[src/rtl/rwf_pkg.sv]
package rwf_pkg;

    typedef enum logic [1:0] {
        MODE_PLAIN    = 2'd0,
        MODE_IDLE     = 2'd1,
        MODE_ADDR     = 2'd2,
        MODE_AUTOBAUD = 2'd3
    } rwf_mode_e;

    typedef struct packed {
        logic idle_arm;
        logic brk_arm;
    } rwf_arm_t;

endpackage

[src/rtl/rwf_deglitch.sv]
module rwf_deglitch #(
    parameter int SYNC_STAGES = 2,
    parameter int CNT_W       = 4,
    parameter int LEN0        = 1,
    parameter int LEN1        = 4,
    parameter int LEN2        = 6,
    parameter int LEN3        = 10
) (
    input  logic       clk,
    input  logic       rst_n,
    input  logic       clr,
    input  logic [1:0] sel,
    input  logic       din,
    output logic       dout
);

    localparam int NUM_LEN = 4;

    typedef struct packed {
        logic [SYNC_STAGES-1:0] sync;
        logic [CNT_W-1:0]       cnt;
        logic                   lvl;
    } dg_state_t;

    localparam dg_state_t DG_RST = '{sync: '1, cnt: '0, lvl: 1'b1};

    logic [CNT_W-1:0] len_tab [NUM_LEN];
    logic [CNT_W-1:0] need;
    logic [CNT_W:0]   cnt_inc;
    logic             s_in;
    dg_state_t        st_d, st_q;

    generate
        for (genvar g = 0; g < NUM_LEN; g++) begin : g_len
            localparam int LV = (g == 0) ? LEN0 : (g == 1) ? LEN1 : (g == 2) ? LEN2 : LEN3;
            assign len_tab[g] = CNT_W'(LV);
        end
    endgenerate

    assign need    = len_tab[sel];
    assign s_in    = st_q.sync[SYNC_STAGES-1];
    assign cnt_inc = (CNT_W+1)'(st_q.cnt) + (CNT_W+1)'(1);

    always_comb begin
        st_d      = st_q;
        st_d.sync = SYNC_STAGES'({st_q.sync, din});
        if (s_in == st_q.lvl) begin
            st_d.cnt = '0;
        end else if (cnt_inc >= (CNT_W+1)'(need)) begin
            st_d.cnt = '0;
            st_d.lvl = s_in;
        end else begin
            st_d.cnt = cnt_inc[CNT_W-1:0];
        end
        if (clr) begin
            st_d = DG_RST;
        end
    end

    always_ff @(posedge clk or negedge rst_n) begin
        if (!rst_n) begin
            st_q <= DG_RST;
        end else begin
            st_q <= st_d;
        end
    end

    assign dout = st_q.lvl;

endmodule

[src/rtl/rwf_arm.sv]
module rwf_arm
    import rwf_pkg::*;
(
    input  logic     clk,
    input  logic     rst_n,
    input  logic     clr,
    input  logic     char_done,
    input  logic     idle_det,
    input  logic     brk_det,
    output rwf_arm_t arm
);

    rwf_arm_t arm_d, arm_q;

    always_comb begin
        arm_d          = arm_q;
        arm_d.idle_arm = idle_det | (arm_q.idle_arm & ~char_done);
        arm_d.brk_arm  = brk_det  | (arm_q.brk_arm  & ~char_done);
        if (clr) begin
            arm_d = '0;
        end
    end

    always_ff @(posedge clk or negedge rst_n) begin
        if (!rst_n) begin
            arm_q <= '0;
        end else begin
            arm_q <= arm_d;
        end
    end

    assign arm = arm_q;

endmodule

[src/rtl/rwf_decide.sv]
module rwf_decide
    import rwf_pkg::*;
(
    input  logic      clr,
    input  logic      dormant,
    input  rwf_mode_e mode,
    input  logic      char_done,
    input  logic      addr_bit,
    input  logic      sync_ok,
    input  rwf_arm_t  arm,
    output logic      flag_set
);

    logic qual;

    always_comb begin
        unique case (mode)
            MODE_PLAIN:    qual = 1'b1;
            MODE_IDLE:     qual = arm.idle_arm;
            MODE_ADDR:     qual = addr_bit;
            MODE_AUTOBAUD: qual = arm.brk_arm & sync_ok;
            default:       qual = 1'b0;
        endcase
    end

    assign flag_set = ~clr & char_done & (~dormant | qual);

endmodule

[src/rtl/rx_wake_filter.sv]
module rx_wake_filter
    import rwf_pkg::*;
#(
    parameter int SYNC_STAGES = 2,
    parameter int CNT_W       = 4,
    parameter int LEN0        = 1,
    parameter int LEN1        = 4,
    parameter int LEN2        = 6,
    parameter int LEN3        = 10
) (
    input  logic       clk,
    input  logic       rst_n,
    input  logic       sw_rst,
    input  logic       dormant,
    input  logic [1:0] mode,
    input  logic [1:0] glitch_sel,
    input  logic       rx_raw,
    input  logic       char_done,
    input  logic       addr_bit,
    input  logic       idle_det,
    input  logic       brk_det,
    input  logic       sync_ok,
    output logic       rx_filt,
    output logic       flag_set
);

    rwf_arm_t  arm;
    rwf_mode_e mode_e;

    assign mode_e = rwf_mode_e'(mode);

    rwf_deglitch #(
        .SYNC_STAGES (SYNC_STAGES),
        .CNT_W       (CNT_W),
        .LEN0        (LEN0),
        .LEN1        (LEN1),
        .LEN2        (LEN2),
        .LEN3        (LEN3)
    ) u_deglitch (
        .clk   (clk),
        .rst_n (rst_n),
        .clr   (sw_rst),
        .sel   (glitch_sel),
        .din   (rx_raw),
        .dout  (rx_filt)
    );

    rwf_arm u_arm (
        .clk       (clk),
        .rst_n     (rst_n),
        .clr       (sw_rst),
        .char_done (char_done),
        .idle_det  (idle_det),
        .brk_det   (brk_det),
        .arm       (arm)
    );

    rwf_decide u_decide (
        .clr       (sw_rst),
        .dormant   (dormant),
        .mode      (mode_e),
        .char_done (char_done),
        .addr_bit  (addr_bit),
        .sync_ok   (sync_ok),
        .arm       (arm),
        .flag_set  (flag_set)
    );

endmodule

[config.mk]
export PLATFORM = sky130hd
export DESIGN_NAME = rx_wake_filter
export DESIGN_NICKNAME = d
export VERILOG_FILES = /design/src/rtl/rwf_pkg.sv /design/src/rtl/rwf_deglitch.sv /design/src/rtl/rwf_arm.sv /design/src/rtl/rwf_decide.sv /design/src/rtl/rx_wake_filter.sv
export SDC_FILE = /design/constraint.sdc
export NUM_CORES = 1
export LEC_CHECK = 0
export BUFFER_PORTS_ARGS = -buffer_cell sky130_fd_sc_hd__buf_2
export CORE_AREA = 5 5 42 44
export DETAILED_ROUTE_END_ITERATION = 8
export DIE_AREA = 0 0 47 49
export GPL_TIMING_DRIVEN = 0
export PLACE_DENSITY = 0.71
export SYNTH_ARGS = -nofsm -noshare
export SYNTH_HDL_FRONTEND = slang
export SYNTH_SLANG_ARGS = --single-unit
export TNS_END_PERCENT = 100
[constraint.sdc]
create_clock -name clk -period 1.85 [get_ports clk]
set_clock_uncertainty 0.2 [all_clocks]
set_input_delay 0.185 -clock clk [delete_from_list [all_inputs] [get_ports clk]]
set_output_delay 0.185 -clock clk [all_outputs]
set_load 0.1 [all_outputs]
==> flow_metrics.tcl <==
set metrics [dict create \
    htree_levels 1 \
    violations "negative setup slack" \
    r2r_setup_slack_ns -0.15 \
    dieArea_sq_um 2300 \
    yosysSeqAreaShare_pct 43.9 \
    synth_cell_types 21 \
    syn-num-nets 72 \
    drt-wirelength-per-cell_um 11.6 \
    die_w_um 47 \
    hpwlAfterDp_um 834 \
    r2r-end "u_deglitch.st_q[3]$_DFF_PN0_" \
    yosys-top-cells-area "dfrtp_1 29%, ha_1 17%, dfstp_2 15%, inv_1 5.8%, nor2_1 3.6%" \
    max_stage_delay_ns 0.38 \
    worst_slack_ns -0.152 \
    floorplan.initialDensity_pct 37.2 \
    cts_tree "done" \
    period_minus_slack_ns 2.00 \
    rsz0062_at_grt "true" \
    core.rowCount 14 \
    grtUsageTotal_pct 10.7 \
    cap_violations 0 \
    drt_iter0_drc 3 \
    placed_cell_area_sq_um 637 \
    path_cells "ha_2 -> xor2_2 -> ha_4 -> a21o_1 -> a31oi_4 -> o211ai_1 -> nor2b_1" \
    power_density_nw_per_um2 590 \
    ys_seq_elements 9 \
    core_area_sq_um 1400 \
    yosysTopAreaCell "dfrtp_1" \
    grt_pass1_vias 469 \
    finalWeightedCongestion 0.714 \
    synth_compound_area_share_pct 14.1 \
    cts-root-buf "clkbuf_4" \
    outcome "finished with violations" \
    cts_buffer_depth 2 \
    grt_max_degree 10 \
    worstPathMaxFanout 4 \
    crit_required_ns 1.78 \
    clk_latency_ns 0.25 \
    postSynth.asyncResetShare_pct 100 \
    relSlewSlack_pct 68.0 \
    pin_count 16 \
    fin_nets 100 \
    cp.arrival_ns 1.93 \
    synthXorXnorAreaFrac_pct 5.04 \
    hp-class "primary input to flop" \
    drt_wl_total_um 1100 \
    fill_cells 129 \
    startpoint_type "flop" \
    yosysTopAreaCellShare_pct 28.8 \
    synth-warning-count 0 \
    vias 447 \
    drc_errors 0 \
    portBuffers 15 \
    maxSlewViolCount 0 \
    synth_edf_count 0 \
    reg2reg_depth 7 \
    worst_slew_pin_slew_ns 0.483 \
    finalCritPeriodShare_pct 108 \
    path_buf_inv 0 \
    syn_to_final_growth_pct 48.4 \
    drive_above_1_share_pct 42.3 \
    via_per_inst 4.76 \
    clock.fmax_mhz 500 \
    preCtsSetupSlack_ns -0.213 \
    first_pass_iters 4 \
    ir_drop_mv 0.490 \
    grt.met1_usage_pct 10.7 \
    hold_violations 0 \
    crit_type "flop to flop" \
    leakage_uw 0.000395 \
    clock_sinks 9 \
    final_cell_area_sq_um 774 \
    setup_viol 5 \
    die_h_um 49 \
    synth.cell_area_sq_um 522 \
    antenna_left 0 \
    crit_cells 7 \
    cp-endpoint "u_deglitch.st_q[3]$_DFF_PN0_" \
    synth-simple-area-share_pct 11.8 \
    path_clk_slew_ns 0.06 \
    r2r_start "u_deglitch.st_q[1]$_DFF_PN0_" \
    antenna_found_initial 0 \
    cts_inserted_buffers 3 \
    synthCells 51 \
    overflow 0 \
    setup.worst_path.end_class "flop" \
    synthAdderAreaFrac_pct 16.8 \
    crit_family "compound AO/OA/AOI/OAI gates" \
    diodes 0 \
    synth_top_family_by_area "adder cells" \
    busiest_layer "met2" \
    critPathLaunch "u_deglitch.st_q[1]$_DFF_PN0_" \
    synth-main-ff-cell "dfrtp_1" \
    slowest_stage "dfrtp_1" \
    post-synth-top-count-cell "inv_1" \
    avgSynthCellArea_sq_um 10.2 \
    synth_mux_area_share_pct 1.92 \
    grt.met3_usage_pct 4.43 \
    grt_pass1_wl_um 1770 \
    ys_top_cells_by_count "8 x inv_1, 7 x ha_1, 6 x dfrtp_1" \
    met2_usage_pct 20.1 \
]
==> flip-flops by register name, summed over array words and instances, names as in the netlist <==
register / count
u_deglitch.s_in: 1
u_arm.arm: 2
u_deglitch.dout: 1
u_deglitch.st_q: 5
==> where the power goes <==
group          internal (uW)  switching (uW)  leakage [uW]
sequential               206            3.69      0.000113
combinational           46.3            57.3      0.000268
clock                   82.6            60.9     0.0000150
==> worst min-delay path by stage <==
stage,startpoint,endpoint,cells after the start
after floorplan,rst_n,u_arm.arm[0]$_DFF_PN0_,0
after global placement,rst_n,u_arm.arm[1]$_DFF_PN0_,1
after detailed placement,rst_n,u_arm.arm[1]$_DFF_PN0_,1
after CTS,sw_rst,u_arm.arm[1]$_DFF_PN0_,2
after global routing,sw_rst,u_arm.arm[1]$_DFF_PN0_,2
final,sw_rst,u_arm.arm[1]$_DFF_PN0_,2
==> routing by layer <==
| layer | wire, um | up-vias |
|---|---|---|
| met5 | 0 | - |
| met4 | 18 | 0 |
| met3 | 43 | 2 |
| met2 | 632 | 8 |
| met1 | 401 | 209 |
| li1 | - | 228 |
==> stage by stage <==
step                instances  total power, uW  utilization, %  hold slack [ns]  setup TNS, ns
detailed placement         82              294            45.4           -0.154         -0.959
floorplan                  51              263               -           -0.311        -0.0630
global route               94              489            55.3           0.0250          -1.27
CTS                        93              452            52.4           0.0141         -0.461
finish                     94              457            55.3           0.0142         -0.685
global placement           82              290            45.4           -0.157         -0.868
==> final cells by class <==
| type | instances | area, sq um | share of cell area (%) |
|---|---|---|---|
| Multi-Input combinational cell | 33 | 318 | 41.0 |
| Sequential cell | 9 | 229 | 29.6 |
| Timing Repair Buffer | 23 | 148 | 19.1 |
| Inverter | 9 | 33.8 | 4.36 |
| Clock buffer | 4 | 26.3 | 3.39 |
| Tap cell | 16 | 20.0 | 2.58 |
==> kinds of logic after synthesis <==
kind of cell | count (synthesis)
and+or+nand+nor | 12
DFF | 9
adders and majority gates | 7
xor gates and xnor gates | 3
muxes | 1
buffers and inverters | 9
AOI/OAI and AO/OA | 10
==> placed cells by master (no fill, tap or decap), drive strengths merged, types with 2 or more instances in the layout <==
cell type     n
nor2b         2
xor2          2
nor2          5
clkbuf        4
ha            7
a21oi         3
buf          19
dfstp         3
a311oi        2
inv           9
dlygate4sd3   4
or2           2
dfrtp         6
nand2b        2
==> timing repair <==
action,in CTS,in global routing
pin swaps,2,4
endpoints found under the hold margin,12,0
buffers inserted,3,1
hold buffers,4,0
gates resized for setup,2,4
setup endpoints to repair,6,5
Note: power is estimated with default switching activity, not from simulation.
